**src/rtl/pcgen_pkg.sv**
```systemverilog
// Shared types for the PC next-address generator.
package pcgen_pkg;
    // Transfer class presented by the decoder.
    typedef enum logic [2:0] {
        XF_SEQ  = 3'd0,
        XF_ABS  = 3'd1,
        XF_LONG = 3'd2,
        XF_REL  = 3'd3,
        XF_BRC  = 3'd4,
        XF_IDX  = 3'd5
    } xfer_e;
endpackage

```
**src/rtl/pc_linear_calc.sv**
```systemverilog
// Linear address arithmetic. Produces the fall-through address
// (PC + length) and the PC-relative table-read address (PC + 1 + acc).
// Assumes ilen is 1..3; every sum wraps and raises no flag.
module pc_linear_calc #(
    parameter int AW = 16,
    parameter int DW = 8
) (
    input  logic [AW-1:0] pc,
    input  logic [1:0]    ilen,
    input  logic [DW-1:0] acc,
    output logic [AW-1:0] fall,
    output logic [AW-1:0] tbl
);
    localparam int PADW = AW - DW;

    // Fall-through and table address sums.
    always_comb begin
        fall = pc + {{(AW-2){1'b0}}, ilen};
        tbl  = pc + {{(AW-1){1'b0}}, 1'b1} + {{PADW{1'b0}}, acc};
    end
endmodule

```
**src/rtl/pc_target_calc.sv**
```systemverilog
// Forms the four transfer targets: the absolute page target, the long
// target, the relative target and the indexed target. The relative offset
// is the last operand byte. Assumes AW > DW + PGW.
module pc_target_calc #(
    parameter int AW  = 16,
    parameter int DW  = 8,
    parameter int PGW = 3
) (
    input  logic [AW-1:0]  fall,
    input  logic [1:0]     ilen,
    input  logic [PGW-1:0] page,
    input  logic [DW-1:0]  op1,
    input  logic [DW-1:0]  op2,
    input  logic [DW-1:0]  acc,
    input  logic [AW-1:0]  dptr,
    output logic [AW-1:0]  abs_tgt,
    output logic [AW-1:0]  long_tgt,
    output logic [AW-1:0]  rel_tgt,
    output logic [AW-1:0]  idx_tgt
);
    localparam int KEEP = AW - DW - PGW;
    localparam int PADW = AW - DW;

    logic [DW-1:0] offset;

    // Pick the offset byte: the byte after the opcode for 2-byte forms,
    // the third byte for 3-byte forms.
    always_comb offset = (ilen == 2'd3) ? op2 : op1;

    // Target arithmetic for each transfer form.
    always_comb begin
        abs_tgt  = {fall[AW-1 -: KEEP], page, op1};
        long_tgt = {{(AW-2*DW){1'b0}}, op1, op2};
        rel_tgt  = fall + {{PADW{offset[DW-1]}}, offset};
        idx_tgt  = dptr + {{PADW{1'b0}}, acc};
    end
endmodule

```
**src/rtl/pc_next_sel.sv**
```systemverilog
// Chooses the next PC from the class and the branch condition.
// Unused class codes behave as sequential.
module pc_next_sel
    import pcgen_pkg::*;
#(
    parameter int AW = 16
) (
    input  logic [2:0]    kind,
    input  logic          cond,
    input  logic [AW-1:0] fall,
    input  logic [AW-1:0] abs_tgt,
    input  logic [AW-1:0] long_tgt,
    input  logic [AW-1:0] rel_tgt,
    input  logic [AW-1:0] idx_tgt,
    output logic [AW-1:0] nxt
);
    // Class decode and selection.
    always_comb begin
        unique case (kind)
            XF_ABS:  nxt = abs_tgt;
            XF_LONG: nxt = long_tgt;
            XF_REL:  nxt = rel_tgt;
            XF_BRC:  nxt = cond ? rel_tgt : fall;
            XF_IDX:  nxt = idx_tgt;
            default: nxt = fall;
        endcase
    end
endmodule

```
**src/rtl/pc_next_gen.sv**
```systemverilog
// Program counter register and next-address generator. Holds the PC,
// loads pc_next when step is high and clears the PC on a synchronous
// active-low reset. Assumes the decoder supplies a legal ilen (1..3).
module pc_next_gen
    import pcgen_pkg::*;
#(
    parameter int AW  = 16,
    parameter int DW  = 8,
    parameter int PGW = 3
) (
    input  logic           clk,
    input  logic           rst_n,
    input  logic           step,
    input  logic [2:0]     kind,
    input  logic [1:0]     ilen,
    input  logic [PGW-1:0] page,
    input  logic [DW-1:0]  op1,
    input  logic [DW-1:0]  op2,
    input  logic           cond,
    input  logic [DW-1:0]  acc,
    input  logic [AW-1:0]  dptr,
    output logic [AW-1:0]  pc,
    output logic [AW-1:0]  pc_next,
    output logic [AW-1:0]  ret_addr,
    output logic [AW-1:0]  table_addr
);
    logic [AW-1:0] fall, abs_tgt, long_tgt, rel_tgt, idx_tgt;

    pc_linear_calc #(.AW(AW), .DW(DW)) u_lin (
        .pc(pc), .ilen(ilen), .acc(acc), .fall(fall), .tbl(table_addr)
    );

    pc_target_calc #(.AW(AW), .DW(DW), .PGW(PGW)) u_tgt (
        .fall(fall), .ilen(ilen), .page(page), .op1(op1), .op2(op2),
        .acc(acc), .dptr(dptr), .abs_tgt(abs_tgt), .long_tgt(long_tgt),
        .rel_tgt(rel_tgt), .idx_tgt(idx_tgt)
    );

    pc_next_sel #(.AW(AW)) u_sel (
        .kind(kind), .cond(cond), .fall(fall), .abs_tgt(abs_tgt),
        .long_tgt(long_tgt), .rel_tgt(rel_tgt), .idx_tgt(idx_tgt),
        .nxt(pc_next)
    );

    assign ret_addr = fall;

    // PC register with synchronous reset and step-gated load.
    always_ff @(posedge clk) begin
        if (!rst_n)    pc <= '0;
        else if (step) pc <= pc_next;
    end

    // reset clears the PC at the next edge
    p_reset_clear_r1: assert property (@(posedge clk)
        !rst_n |=> pc == '0);

    // no step, no movement
    p_hold_r2: assert property (@(posedge clk) disable iff (!rst_n)
        !step |=> $stable(pc));

    // step loads the computed next address
    p_load_r2: assert property (@(posedge clk) disable iff (!rst_n)
        step |=> pc == $past(pc_next));

    // sequential class follows the return address
    p_seq_r3: assert property (@(posedge clk) disable iff (!rst_n)
        (kind == XF_SEQ) |-> pc_next == ret_addr);

    // long class loads both operand bytes
    p_long_r5: assert property (@(posedge clk) disable iff (!rst_n)
        (kind == XF_LONG) |-> pc_next == {op1, op2});

    // a branch that is not taken falls through
    p_not_taken_r7: assert property (@(posedge clk) disable iff (!rst_n)
        (kind == XF_BRC && !cond) |-> pc_next == ret_addr);
endmodule

```
**config.mk**
```make
export PLATFORM = sky130hd
export DESIGN_NAME = pc_next_gen
export DESIGN_NICKNAME = d
export VERILOG_FILES = /design/src/rtl/pcgen_pkg.sv /design/src/rtl/pc_linear_calc.sv /design/src/rtl/pc_target_calc.sv /design/src/rtl/pc_next_sel.sv /design/src/rtl/pc_next_gen.sv
export SDC_FILE = /design/constraint.sdc
export NUM_CORES = 1
export LEC_CHECK = 0
export BUFFER_PORTS_ARGS = -buffer_cell sky130_fd_sc_hd__buf_2
export CORE_ASPECT_RATIO = 0.6
export CORE_MARGIN = 1.5
export CORE_UTILIZATION = 44
export CTS_CLUSTER_DIAMETER = 200
export DETAILED_ROUTE_END_ITERATION = 8
export PLACE_DENSITY = 0.72
export RECOVER_POWER = 25
export SYNTH_ARGS = -nofsm -noshare
export SYNTH_HDL_FRONTEND = slang
export SYNTH_SLANG_ARGS = --single-unit
```
**constraint.sdc**
```tcl
create_clock -name clk -period 4.3 [get_ports clk]
set_input_delay 0.43 -clock clk [delete_from_list [all_inputs] [get_ports clk]]
set_output_delay 0.43 -clock clk [all_outputs]
set_load 0.01 [all_outputs]
```
==> Word level (Yosys, flattened, before mapping) <==
Cells that the tools add are included.
{ "classes": {"addsub": 5, "multipliers": 0, "div_mod_pow": 0, "n_lt_le_gt_ge": 0, "eq_ne": 6, "n_shift": 0, "mux": 3, "bitwise_logic": 0, "reduce_logical": 0} }
{ "op_table": {"columns": ["cell", "count"], "rows": [
  ["$pmux 16 s5", 1],
  ["$add 16x8->16", 2],
  ["$add 16x1->16 const B", 1],
  ["$add 16x16->16", 1],
  ["$add 16x2->16", 1],
  ["$mux 16", 1],
  ["$mux 8", 1],
  ["$eq 3x2->1 const B", 2],
  ["$eq 3x3->1 const B", 2],
  ["$eq 3x1->1 const B", 1],
  ["$eq 2x2->1 const B", 1]
]} }
{ "word_totals": {"regBits": 16, "latchBits": 0, "ramBits": 0, "rom_bits": 0, "inputBits": 52, "output_inout_bits": 64, "elab_cells": 15, "n_memories": 0} }

==> Longest topological paths before layout <==
Gate-level depths: netlist (run 1).
{ "depth": {"depth_word": 5, "mapped_depth": 15, "mapped_depth_nobuf": 15} }

==> Cells and area by module <==
A second synthesis (run 1) with hierarchy kept.
{ "unflattened": {"cells_unflattened": 519, "area_unflattened_um2": 3983.8} }
{ "modules_own_cells": {"columns": ["mod", "n_inst", "cells_per_inst", "area_each_um2"], "rows": [
  ["pc_target_calc", 1, 209, 1574.0],
  ["pc_next_sel", 1, 148, 994.7],
  ["pc_linear_calc", 1, 111, 799.5],
  ["pc_next_gen", 1, 51, 615.6]
]} }

==> Least setup slack after synthesis (run 1) <==
OpenSTA, ideal clock, no wires.
{ "synth_path": {"kind": "register -> output", "from": "register pc[0]", "to": "output port pc_next[14]", "arrival_time_ps": 3675, "path_slack_ps": 195, "stages_incl_launch_ff": 15, "path_cell_list": "dfxtp_1 ha_1 inv_1 fa_1 nand3b_1 nor3_1 xor2_1 ha_1 clkbuf_1 nand2_1 o21ai_0 or3_1 o211ai_1 mux2_2 or2_2"} }
{ "synth_via": {"elab_chain_len": 4} }
{ "synth_lines": {"columns": ["item", "line", "rtl"], "rows": [
  ["start, declared", "pc_next_gen.sv:22", "output logic [AW-1:0] pc,"],
  ["start signal, assigned", "pc_next_gen.sv:50", "else if (step) pc <= pc_next;"],
  ["$add 16x2->16 (*)", "pc_linear_calc.sv:18", "fall = pc + {{(AW-2){1'b0}}, ilen};"],
  ["named net ret_addr[8]", "pc_next_gen.sv:24", "output logic [AW-1:0] ret_addr,"],
  ["$add 16x16->16 (*)", "pc_target_calc.sv:34", "rel_tgt = fall + {{PADW{offset[DW-1]}}, offset};"],
  ["$mux 16", "pc_next_sel.sv:23", "XF_BRC: nxt = cond ? rel_tgt : fall;"],
  ["$pmux 16 s5 (*)", "pc_next_sel.sv:19", "unique case (kind)"],
  ["end, declared", "pc_next_gen.sv:23", "output logic [AW-1:0] pc_next,"]
]} }
Mark *: on every way through the listed nets, which the timed path passes. The rest lies on a longest branch.

==> Worst setup path after layout (run 1) <==
{ "layout_path": {"from": "register pc[1]", "to": "output port pc_next[14]"} }
{ "layout_via": {"elab_chain_len": 4} }
{ "layout_lines": {"columns": ["item", "line"], "rows": [
  ["$add 16x2->16 (*)", "pc_linear_calc.sv:18"],
  ["$add 16x16->16", "pc_target_calc.sv:34"],
  ["$mux 16", "pc_next_sel.sv:23"],
  ["$pmux 16 s5 (*)", "pc_next_sel.sv:19"]
]} }
Every way passes the cells marked *; elsewhere a longest branch is shown, timed or not.

==> qor.yml, run 1 <==
status: "complete, but fails checks"
violations: "DRC"
ir_drop_v: 0.000169
post_drt_wl_per_cell_um: 18.6
path_class: "reg2out"
final_util_pct: 59.0
fin_area_um2: 4020
num_vias: 3793
worstMarginPinSlew_ps: 1080
nets: 632
hold_class: "reg2reg"
clockBufferDepth: 2
io_buffers: 115
drcViolationCount: 9
grt_pass1_vias: 3287
synth_edf_count: 0
diodes: 0
place_inst: 624
p_total_mw: 1.01
rows: 23
clock_skew_ps: 5.10
p_clk_share_pct: 17.6
grt_pass1_wl_mm: 17.4
cts_tree: "built"
reg_top3: "pc x16"
htreeDepth: 1
largest_reg_flops: 16
synth_ff_type: "dfxtp_1"
worstPathMaxFanout: 10
sw_frac_of_total_pct: 44.9
grt_antenna_before_repair: 0
leakage_nw: 1.90
slew_headroom_pct: 27.5
most-common-layout-cells: "buf_2 (98), nor2_1 (40), nand2_1 (38), ha_1 (29), a21oi_1 (25)"
synth_area_leaders: "ha_1 (13%), dfxtp_1 (10%), xnor2_1 (7.5%)"
setup_viol: 0
yosys_warnings: 0
clk_latency_ps: 240
synth_top_area_cell: "ha_1"
maxCapViolations: 0
combPwrFrac_pct: 63.1
power_density_nw_per_um2: 252
cts-root-buf: "clkbuf_16"
boundaryPins: 116
async_flop_share_pct: 0
top_register: "pc"
post-route-period-util_pct: 96.2
syn_nets: 518
grt_usage_pct: 29.4
cts.sinks: 16
overflow: 0
critPathLaunchType: "flip-flop"
syn2layout_area_growth_pct: 27.1
vias_per_cell: 6.04
avgSynthCellArea_um2: 7.38
ant_nets: 0
drv_slew: 0
tns_ps: 0
yosysTopAreaCellShare_pct: 13.0
die_w_um: 112
cp.required_ps: 3870
grt_max_degree: 23
finalHoldViolCount: 0
ys_ff_latch: 16
fin_cells: 628
core_region_area_um2: 6820
die_area_um2: 7730
placed_area_um2: 3850
fin_crit_ps: 4140
seq_area_frac_synth_pct: 10.1
arrival_ps: 3710
clk_pin_slew_ps: 50
m1WireLength_mm: 5.53
dr_wl_met3_mm: 1.52
switchingPower_mw: 0.455
synth_cell_type_count: 66
final_common_cell: "buf_2"
dr_wl_met2_mm: 4.53
end_kind: "primary output"
final.setup.worst_slack_ps: 162
top_layer: "met4"
die_h_um: 68.7
start_util_pct: 46.4
gp_congestion: 0.958
seqPwrFrac_pct: 19.3
wl_mm: 11.7
postCtsHoldBufs: 0
postSynthCellCount: 429
fmax_mhz: 242
whs_ps: 533
cts_made_buffers: 3
power.internal_mw: 0.558
netlist_area_um2: 3160
hpwlAfterDp_mm: 9.50
drive_gt1_share_pct: 27.9
drt_iter0_markers: 430
pre_cts_slack_ps: 106
first_pass_iters: 9
==> cell type report <==
class | count | area [um^2]
multi-input combinational | 374 | 2790
fill | 647 | 2800
timing repair buffer | 127 | 644
inverter | 21 | 78.8
tap | 87 | 109
sequential | 16 | 323
clock buffer | 3 | 75.1
==> synthesized netlist by cell type, types with 6 or more instances <==
cell	number
nor3_1	10
inv_1	20
xnor2_1	27
clkbuf_1	15
xor2_1	17
nand3_1	16
ha_1	33
mux2_2	10
a21oi_1	28
nor2b_1	11
nor2_1	40
a222oi_1	7
dfxtp_1	16
o21ai_0	24
nand4_1	8
and3_1	6
nand2_1	37
==> worst paths after layout <==
kind | startpoint | to | slack, ps | depth (start not counted)
worst max-delay path | pc[1] | pc_next[14] | 160 | 13
worst min-delay path | pc[0] | pc[0] | 530 | 2
worst max register to register | pc[1] | pc[14] | 690 | 13
worst min register to register | pc[0] | pc[0] | 530 | 2
==> layer usage <==
metal / vias to the layer above / GRT usage, %
li1: 1830 / -
met4: 0 / 3.16
met5: - / 0
met1: 1705 / 45.7
met2: 245 / 42.7
met3: 13 / 5.42
==> power groups by stage <==
stage	sequential, mW	combinational, mW	clock (mW)
floorplan	0.189	0.396	0
global placement	0.193	0.608	0
detailed placement	0.194	0.612	0
CTS	0.191	0.617	0.179
global route	0.198	0.698	0.186
finish	0.196	0.639	0.178
==> kinds of logic (layout without fill, tap and decap cells) <==
group,Yosys count,after routing,synth area share [%]
AND/OR/NAND/NOR,151,151,23.5
multiplexers,14,14,4.82
AO/OA/AOI/OAI,127,127,28.1
XOR/XNOR,45,45,12.9
adder cells (fa/ha/maj),37,37,15.6
buffers and inverters,39,151,4.90
flip-flops,16,16,10.1
==> worst max-delay path, cell delays in order, from the launching register on <==
cell and delay, ps:
dfxtp_2 360, ha_1 300, a21oi_1 140, nor3_2 260
buf_4 160, nand4_1 170, xnor2_1 360, ha_1 390
a21oi_1 230, o22ai_1 110, a22o_1 240, a221o_1 310
or2_2 280, buf_2 140
==> repair_timing <==
action,4_1_cts,5_1_grt
gates resized for setup,1,19
setup buffers,0,1
endpoints found under the hold margin,0,0
setup endpoints to repair,1,8
pin swaps,0,4
Power figures use the tool's default switching activity.
==> run 2: changes to the inputs <==
--- a/config.mk
+++ b/config.mk
@@ -12,7 +12,7 @@
 export CTS_CLUSTER_DIAMETER = 200
 export DETAILED_ROUTE_END_ITERATION = 8
 export PLACE_DENSITY = 0.72
-export RECOVER_POWER = 25
+export RECOVER_POWER = 50
 export SYNTH_ARGS = -nofsm -noshare
 export SYNTH_HDL_FRONTEND = slang
 export SYNTH_SLANG_ARGS = --single-unit
==> run 2 against run 1 <==
The run still ends with DRC left. Final cell count is the same. Sequential cell count is the same. Register-to-register slack is essentially flat. Final area shrank 0.44%. Clock-buffer cell count is the same. Clock power is essentially flat. Maximum frequency is essentially flat. Routed wire length grew 0.96%. Via count grew 0.66%. Sequential share of layout area is essentially flat. Largest cell class unchanged. First-iteration DRC count grew 7.7%.
==> qor.yml, run 2 (synthesized netlist as in run 1, its figures left out) <==
reg_top3: "pc x16"
arrival_ps: 3710  # about the same
end_kind: "primary output"
io_buffers: 115  # unchanged
worstPathMaxFanout: 10  # unchanged
boundaryPins: 116  # unchanged
leakage_nw: 1.87  # -1.7%
hpwlAfterDp_mm: 9.50  # unchanged
hp-start: "rst_n"
cp.required_ps: 3870  # about the same
maxCapViolations: 0  # unchanged
die_area_um2: 7730  # unchanged
whs_ps: 529  # -4.14 ps
core_region_area_um2: 6820  # unchanged
postCtsHoldBufs: 0  # unchanged
most-common-layout-cells: "buf_2 (90), nor2_1 (40), nand2_1 (38), ha_1 (29)"
post-route-period-util_pct: 96.3  # about the same
die_h_um: 68.7  # unchanged
hold_class: "in2reg"
path_class: "reg2out"
drcViolationCount: 9  # unchanged
diodes: 0  # unchanged
r2r_start: "pc[1]"
p_total_mw: 1.01  # about the same
clock_skew_ps: 2.83  # -2.26 ps
vias_per_cell: 6.08  # +0.66%
top_register: "pc"
place_inst: 624  # unchanged
violations: "DRC"
grt_max_degree: 23  # unchanged
ant_nets: 0  # unchanged
reg2reg_slack_ps: 690  # about the same
power_density_nw_per_um2: 253  # +0.41%
grt_pass1_vias: 3287  # unchanged
drv_slew: 0  # unchanged
rows: 23  # unchanged
finalHoldViolCount: 0  # unchanged
fmax_mhz: 242  # about the same
fin_cells: 628  # unchanged
clockBufferDepth: 2  # unchanged
pre_cts_slack_ps: 106  # unchanged
post_drt_wl_per_cell_um: 18.8  # +0.96%
clk_latency_ps: 240  # about the same
nets: 632  # unchanged
num_vias: 3818  # +0.66%
clk_pin_slew_ps: 50  # about the same
ir_drop_v: 0.000172  # +1.7%
overflow: 0  # unchanged
wl_mm: 11.8  # +0.96%
first_pass_iters: 9  # unchanged
critPathLaunchType: "flip-flop"
status: "complete, but fails checks"
slew_headroom_pct: 29.1  # +1.6 points
cts.sinks: 16  # unchanged
gp_congestion: 0.958  # unchanged
syn2layout_area_growth_pct: 26.5
start_util_pct: 46.4  # unchanged
grt_usage_pct: 29.4  # unchanged
min_to: "pc[3]"
grt_antenna_before_repair: 0  # unchanged
cts_tree: "built"
drt_iter0_markers: 463  # +7.7%
r2r_cells: 13  # unchanged
grt_pass1_wl_mm: 17.4  # unchanged
final.setup.worst_slack_ps: 160  # -2.05 ps
fin_crit_ps: 4140  # +2.04 ps
reg2reg_to: "pc[14]"
cts-root-buf: "clkbuf_16"
setup_viol: 0  # unchanged
drive_gt1_share_pct: 26.2  # -1.7 points
htreeDepth: 1  # unchanged
die_w_um: 112  # unchanged
worstHoldPathCells: 2  # unchanged
worstMarginPinSlew_ps: 1060  # -23.9 ps
final_common_cell: "buf_2"
largest_reg_flops: 16  # unchanged
cts_made_buffers: 3  # unchanged
## run 2: per-stage QoR
stage          TNS (ps)  cell area (um^2)  util, %
2_1_floorplan         0              3160        -
3_3_place_gp          0              3850     56.5
3_5_place_dp          0              3850     56.5
4_1_cts               0              3940     57.7
5_1_grt           -48.5              4000     58.7
6_report              0              4000     58.7
## run 2: power by group
group | leakage (nW) | total, mW | internal (mW) | switching (mW)
combinational | 1.70 | 0.637 | 0.269 | 0.367
sequential | 0.133 | 0.196 | 0.163 | 0.0330
clock | 0.0370 | 0.180 | 0.122 | 0.0577
total | 1.87 | 1.01 | 0.554 | 0.458
## run 2: layout make-up
type	count	area, um^2
well taps	87	109
clock buffers	3	75.1
flip-flops and latches	16	323
repair buffers	127	634
inverters	21	78.8
fillers	652	2820
multi-input cells	374	2780
## run 2: repair_timing
item                                    in CTS  in global routing
endpoints found under the setup margin       1                  8
gates resized for setup                      1                 19
buffers inserted                             0                  1
pin swaps                                    0                  4
## run 2: how the worst max path moves through the flow
stage / start / end / slack (ps) / depth (start not counted)
6_report: pc[1] / pc_next[14] / 160 / 13
5_1_grt: pc[1] / pc_next[14] / -40 / 13
4_1_cts: pc[0] / pc_next[8] / 30 / 13
3_5_place_dp: ilen[0] / pc_next[14] / 110 / 16
3_3_place_gp: ilen[0] / pc_next[14] / 210 / 16
2_1_floorplan: pc[0] / pc_next[14] / 200 / 14
## run 2: metal layers
layer | part of all wire [%] | up-vias | global-route usage (%)
met5 | 0 | - | 0
met4 | 0.53 | 0 | 3.16
met3 | 13 | 10 | 5.42
met2 | 39 | 251 | 42.7
met1 | 47 | 1730 | 45.7
li1 | - | 1827 | -
## run 2: worst max-delay path: stages (launching register included)
cell and delay [ps]:
dfxtp_2 360, ha_1 310, a21oi_1 130, nor3_2 260
buf_4 160, nand4_1 180, xnor2_1 350, ha_1 390
a21oi_1 230, o22ai_1 110, a22o_1 240, a221o_1 310
or2_2 290, buf_2 140
